--- src/rtl/i2c_event_vector.sv ---
module i2c_event_vector #(
  parameter int ADDR_W   = 6,
  parameter int DATA_W   = 16,
  parameter int N_SRC    = 7,
  parameter int OFS_MASK = 4,
  parameter int OFS_STAT = 8,
  parameter int OFS_VEC  = 40,
  parameter int RXF_BIT  = 11,
  parameter int BUSY_BIT = 12
) (
  input  logic              clk,
  input  logic              rst_n,
  input  logic              ev_arb_lost,
  input  logic              ev_nack,
  input  logic              ev_acc_rdy,
  input  logic              ev_rx_rdy,
  input  logic              ev_tx_rdy,
  input  logic              ev_stop_det,
  input  logic              ev_as_slave,
  input  logic              bus_start,
  input  logic              rx_full,
  input  logic [ADDR_W-1:0] reg_addr,
  input  logic              reg_wr,
  input  logic              reg_rd,
  input  logic [DATA_W-1:0] reg_wdata,
  output logic [DATA_W-1:0] reg_rdata,
  output logic              irq
);
  localparam int CODE_W = $clog2(N_SRC + 1);

  logic [N_SRC-1:0]  ev_vec, flag_q, mask_q, pend, clr;
  logic [CODE_W-1:0] vec_code;
  logic              busy_q;
  logic              sel_mask, sel_stat, sel_vec;
  logic              wr_stat, rd_vec;
  logic [DATA_W-1:0] stat_word;
  logic              unused_wbits;

  assign ev_vec = {ev_as_slave, ev_stop_det, ev_tx_rdy, ev_rx_rdy,
                   ev_acc_rdy, ev_nack, ev_arb_lost};

  assign sel_mask = reg_addr == ADDR_W'(OFS_MASK);
  assign sel_stat = reg_addr == ADDR_W'(OFS_STAT);
  assign sel_vec  = reg_addr == ADDR_W'(OFS_VEC);
  assign wr_stat  = reg_wr && sel_stat;
  assign rd_vec   = reg_rd && sel_vec;
  assign unused_wbits = ^reg_wdata[DATA_W-1:N_SRC];

  assign pend = flag_q & mask_q;
  assign irq  = |pend;

  always_comb begin
    vec_code = '0;
    for (int i = N_SRC - 1; i >= 0; i--)
      if (pend[i]) vec_code = CODE_W'(i + 1);
  end

  for (genvar g = 0; g < N_SRC; g++) begin : g_src
    assign clr[g] = (wr_stat && reg_wdata[g]) ||
                    (rd_vec && vec_code == CODE_W'(g + 1));

    always_ff @(posedge clk or negedge rst_n) begin
      if (!rst_n)         flag_q[g] <= 1'b0;
      else if (ev_vec[g]) flag_q[g] <= 1'b1;
      else if (clr[g])    flag_q[g] <= 1'b0;
    end

    a_r2_event_sets: assert property (@(posedge clk) disable iff (!rst_n)
      ev_vec[g] |=> flag_q[g]);

    a_r6_read_clears: assert property (@(posedge clk) disable iff (!rst_n)
      (rd_vec && vec_code == CODE_W'(g + 1) && !ev_vec[g]) |=> !flag_q[g]);

    a_r7_w1c: assert property (@(posedge clk) disable iff (!rst_n)
      (wr_stat && reg_wdata[g] && !ev_vec[g]) |=> !flag_q[g]);
  end

  always_ff @(posedge clk or negedge rst_n) begin
    if (!rst_n)                  mask_q <= '0;
    else if (reg_wr && sel_mask) mask_q <= reg_wdata[N_SRC-1:0];
  end

  always_ff @(posedge clk or negedge rst_n) begin
    if (!rst_n)           busy_q <= 1'b0;
    else if (bus_start)   busy_q <= 1'b1;
    else if (ev_stop_det) busy_q <= 1'b0;
  end

  always_comb begin
    stat_word               = '0;
    stat_word[N_SRC-1:0]    = flag_q;
    stat_word[RXF_BIT]      = rx_full;
    stat_word[BUSY_BIT]     = busy_q;
  end

  always_comb begin
    reg_rdata = '0;
    if (sel_mask)     reg_rdata = DATA_W'(mask_q);
    else if (sel_stat) reg_rdata = stat_word;
    else if (sel_vec)  reg_rdata = DATA_W'(vec_code);
  end

  a_r4_irq_vs_vector: assert property (@(posedge clk) disable iff (!rst_n)
    irq == (vec_code != '0));

  a_r8_busy_set: assert property (@(posedge clk) disable iff (!rst_n)
    bus_start |=> busy_q);

  a_r8_busy_clear: assert property (@(posedge clk) disable iff (!rst_n)
    (ev_stop_det && !bus_start) |=> !busy_q);

  a_r8_busy_no_write: assert property (@(posedge clk) disable iff (!rst_n)
    (wr_stat && !bus_start && !ev_stop_det) |=> $stable(busy_q));

  a_r10_vec_write_inert: assert property (@(posedge clk) disable iff (!rst_n)
    (reg_wr && sel_vec && ev_vec == '0) |=> $stable(flag_q) && $stable(mask_q));
endmodule

--- config.mk ---
export PLATFORM = sky130hd
export DESIGN_NAME = i2c_event_vector
export DESIGN_NICKNAME = d
export VERILOG_FILES = /design/src/rtl/i2c_event_vector.sv
export SDC_FILE = /design/constraint.sdc
export NUM_CORES = 1
export LEC_CHECK = 0
export BUFFER_PORTS_ARGS = -buffer_cell sky130_fd_sc_hd__buf_2
export CAP_MARGIN = 20
export CELL_PAD_IN_SITES_DETAIL_PLACEMENT = 1
export CELL_PAD_IN_SITES_GLOBAL_PLACEMENT = 1
export CORE_MARGIN = 2
export CORE_UTILIZATION = 23
export CTS_CLUSTER_DIAMETER = 150
export CTS_CLUSTER_SIZE = 25
export DETAILED_ROUTE_END_ITERATION = 10
export PLACE_DENSITY_LB_ADDON = 0.1
export SLEW_MARGIN = 20
export SYNTH_ARGS = -nofsm -noshare
export SYNTH_HDL_FRONTEND = slang
export SYNTH_SLANG_ARGS = --single-unit
--- constraint.sdc ---
create_clock -name clk -period 2.5 [get_ports clk]
set_clock_uncertainty 0.05 [all_clocks]
set_input_delay 0.375 -clock clk [delete_from_list [all_inputs] [get_ports clk]]
set_output_delay 0.375 -clock clk [all_outputs]
set_load 0.02 [all_outputs]
==> out/results.txt <==
The H-tree depth is 1, and the top achievable clock speed is 465 MHz. Detailed placement finished with a half-perimeter wire length of 2520 µm. Once the clock tree was built, the resizer swapped 0 gates to a different size. The run gives 32 as the number of unique standard cell types used by synthesis. The run gives 2.08 ns as the worst endpoint required time. By area the synthesized netlist is led by sky130_fd_sc_hd__dfrtp_1, sky130_fd_sc_hd__mux2_2, sky130_fd_sc_hd__buf_4, sky130_fd_sc_hd__a21oi_1, sky130_fd_sc_hd__a41oi_1.

The number of warning messages in the yosys log is 0, and the placer congestion estimate is 0.769. In this run the power density over the cells is 532 nW/µm². The source-to-sink clock delay at the later pin of the worst-skew pair is 0.24 ns, and the horizontal die dimension is 70.3 µm. After detailed routing, the number of remaining DRC violations is 0. The reported max-cap violation count is 0. The cell sitting at the root of the clock tree is a sky130_fd_sc_hd__clkbuf_8. For the worst setup path, the data arrival time is 1.73 ns. Setup repair after global routing left no endpoint under its margin.

The critical hold path startpoint is bus_start. Routing usage on met2: 22.3%. The share of total power dissipated in the clock network is 28.9%.

Top cell type by total area after synthesis: sky130_fd_sc_hd__dfrtp_1. IR analysis of the VDD net gives a maximum drop of 0.238 mV. After detailed routing, the total wire length is 3120 µm. For the first-pass GRT wire length, the log shows 5240 µm. Entering global routing, the biggest net connects 16 pins. The number of enable flip-flop cells after synthesis was 0; the number of rows in the core area was 24. Clock tree synthesis found a total of 15 sinks.

The total area inside the core boundary comes to 4290 µm². For this run, global-route usage on met1 was measured as 17.5%. The number of antenna diodes in the final layout is 0.

Power comes to 676 µW. Iteration count of the initial detailed-routing pass: 4. For this run, the register share of the synthesized area comes to 37.1%. Summing every instance area after synthesis gives 1010 µm².

In the layout the commonest cells are sky130_fd_sc_hd__buf_2, sky130_fd_sc_hd__dfrtp_1, sky130_fd_sc_hd__a21oi_1. After detailed routing, the average wire length per cell comes to 16.3 µm. The fraction of synthesis flops using an asynchronous set or reset pin came out at 100%. The tools report the reg-to-reg startpoint as flag_q[0]. The clock edge transition at the registers on the reported setup and hold paths came out at 0.06 ns. Setup violations remaining at the end of the flow were counted as 0. The count of nets left with antenna violations once routing finished came out at 0.

The detail-routed via count per cell was 5.10. The global routing stage identified its most utilized layer as met2. Endpoint of the worst register-to-register path: flag_q[5]. Dividing the synthesized area by the synthesized cell count gives 9.72 µm². Cell count of the worst hold path: 2. Hold is met by 0.263 ns.

Synthesis inferred 15 register bits. The analysis attributes to net switching a power of 225 µW. The min-delay analysis places its worst path in the category in -> reg.

The tools report the hold violation count in the final report as 0. The logs give 0 for the number of antenna violations at the first check in global routing and 52 for the number of top-level pins. The die covers 4940 µm². The number of DRC violations after detailed-routing iteration 0 came out at 28. The flow ran to the end, and the final reports show no timing, DRC or antenna violations. Detailed routing inserted a total of 980 vias. The tools report the category of the worst setup path launch point as a flip-flop.

Chip height: 70.3 µm. TritonCTS built the clock tree. Once the floorplan was initialized, standard cells occupied 23.5% of the core. The final count of pins violating max slew is 0. Among all flip-flop cells after synthesis, the most frequent one is sky130_fd_sc_hd__dfrtp_1.

The total global-route track usage is 13.4%, and the clock tree buffer depth is 2. The clock period could shrink to 2.15 ns. The category of the worst setup path capture point was an output port.

The number of global-route vias before repair is 1035, and the combinational share of power is 29.4%. For the number of nets in the finished design, the log shows 176. The library cell used most frequently in the layout, excluding fill and tap cells, is sky130_fd_sc_hd__buf_2.

The layout cell share with drive strength beyond 1 came out at 37.9%. Across all register-to-register paths, the minimum setup slack is 0.74 ns. The final worst-path cycle share came out at 86.0%. The critical-path maximum fanout was 4; the worst reg-to-reg path cell count was 4. Relative to the synthesized area, the layout overhead comes to 25.7%. The accumulated negative setup slack was 0 ns; the fraction of met3 tracks used by global routing was 3.17%. After synthesis, the largest area contributor takes up 37.1% of total cell area.

Buffers placed on the I/O ports in this run total 35. The setup path with the least slack is of type reg -> out. Counting the buffers created by CTS gives 3.

Summed over all cells, the static leakage comes to 0.577 nW. Internal power comes to 451 µW. Worst hold endpoint: busy_q.

For the share of total power in sequential cells, the log shows 41.7%. Synthesis handed over a netlist of 104 instances. The net switching share of the total power is 33.3%.

Summed over all layers, the global routing overflow is 0.
[repair_timing]
action                                 CTS  global route
setup buffers                            0             0
hold buffers                             1             0
endpoints found under the hold margin   15             0
[Yosys cell counts (all sizes together) (3+ instances only)]
cell type	count
nand4	7
a22oi	5
nor2	4
buf	8
clkbuf	4
o21ai	4
dfrtp	15
a22o	6
inv	7
a21oi	9
a21o	3
mux2	7
nand2	4
a41oi	5
[worst max-delay path, stage by stage (launching register included)]
cell,delay (ns)
sky130_fd_sc_hd__dfrtp_1,0.41
sky130_fd_sc_hd__a22o_2,0.30
sky130_fd_sc_hd__a222oi_1,0.32
sky130_fd_sc_hd__a21o_2,0.21
sky130_fd_sc_hd__o21ai_0,0.08
sky130_fd_sc_hd__buf_2,0.16
[worst max path at each step]
stage                 from      endpoint  slack [ns]  cells after the start
6_report         flag_q[6]  reg_rdata[1]        0.35                      5
5_1_grt          flag_q[0]  reg_rdata[2]        0.21                      4
4_1_cts          flag_q[0]  reg_rdata[2]        0.33                      4
3_5_place_dp   reg_addr[2]  reg_rdata[0]        0.41                      6
3_3_place_gp   reg_addr[2]  reg_rdata[1]        0.47                      6
2_1_floorplan  reg_addr[2]  reg_rdata[0]        0.47                      4
[area by class of cell]
class,count,area (µm²)
Tap cell,52,65.1
Sequential cell,15,375
Multi-Input combinational cell,76,559
Inverter,7,26.3
Timing Repair Buffer,38,200
Fill cell,532,3020
Clock buffer,4,45.0
[state kept, by name, indices dropped and copies added (netlist names)]
register,cells
busy_q,1
mask_q,7
flag_q,7
[kinds of logic after synthesis]
kind of cell	share of synthesized area [%]
AO/OA/AOI/OAI	30.6
buffers and inverters	9.78
flip-flops	37.1
multiplexers	7.80
other	0.371
AND/OR/NAND/NOR	14.4
[metrics by stage]
step / cell area (µm²) / cells / utilization [%] / setup slack (ns)
3_3_place_gp: 1220 / 187 / 28.3 / 0.472
2_1_floorplan: 1030 / 110 / - / 0.470
4_1_cts: 1270 / 192 / 29.6 / 0.332
6_report: 1270 / 192 / 29.6 / 0.349
5_1_grt: 1270 / 192 / 29.6 / 0.212
3_5_place_dp: 1220 / 187 / 28.3 / 0.405
[metal layers]
layer	vias to the layer above	wire, µm
li1	469	-
met1	475	1410
met2	34	1520
met3	2	176
met4	0	19
met5	-	0
[power groups by stage]
stage	Sequential (mW)	Combinational, mW	Clock (mW)
detailed placement	0.286	0.201	0
global placement	0.285	0.200	0
global route	0.285	0.220	0.220
CTS	0.282	0.203	0.204
finish	0.282	0.199	0.195
floorplan	0.279	0.141	0
Note: power is estimated with default switching activity, not from simulation.
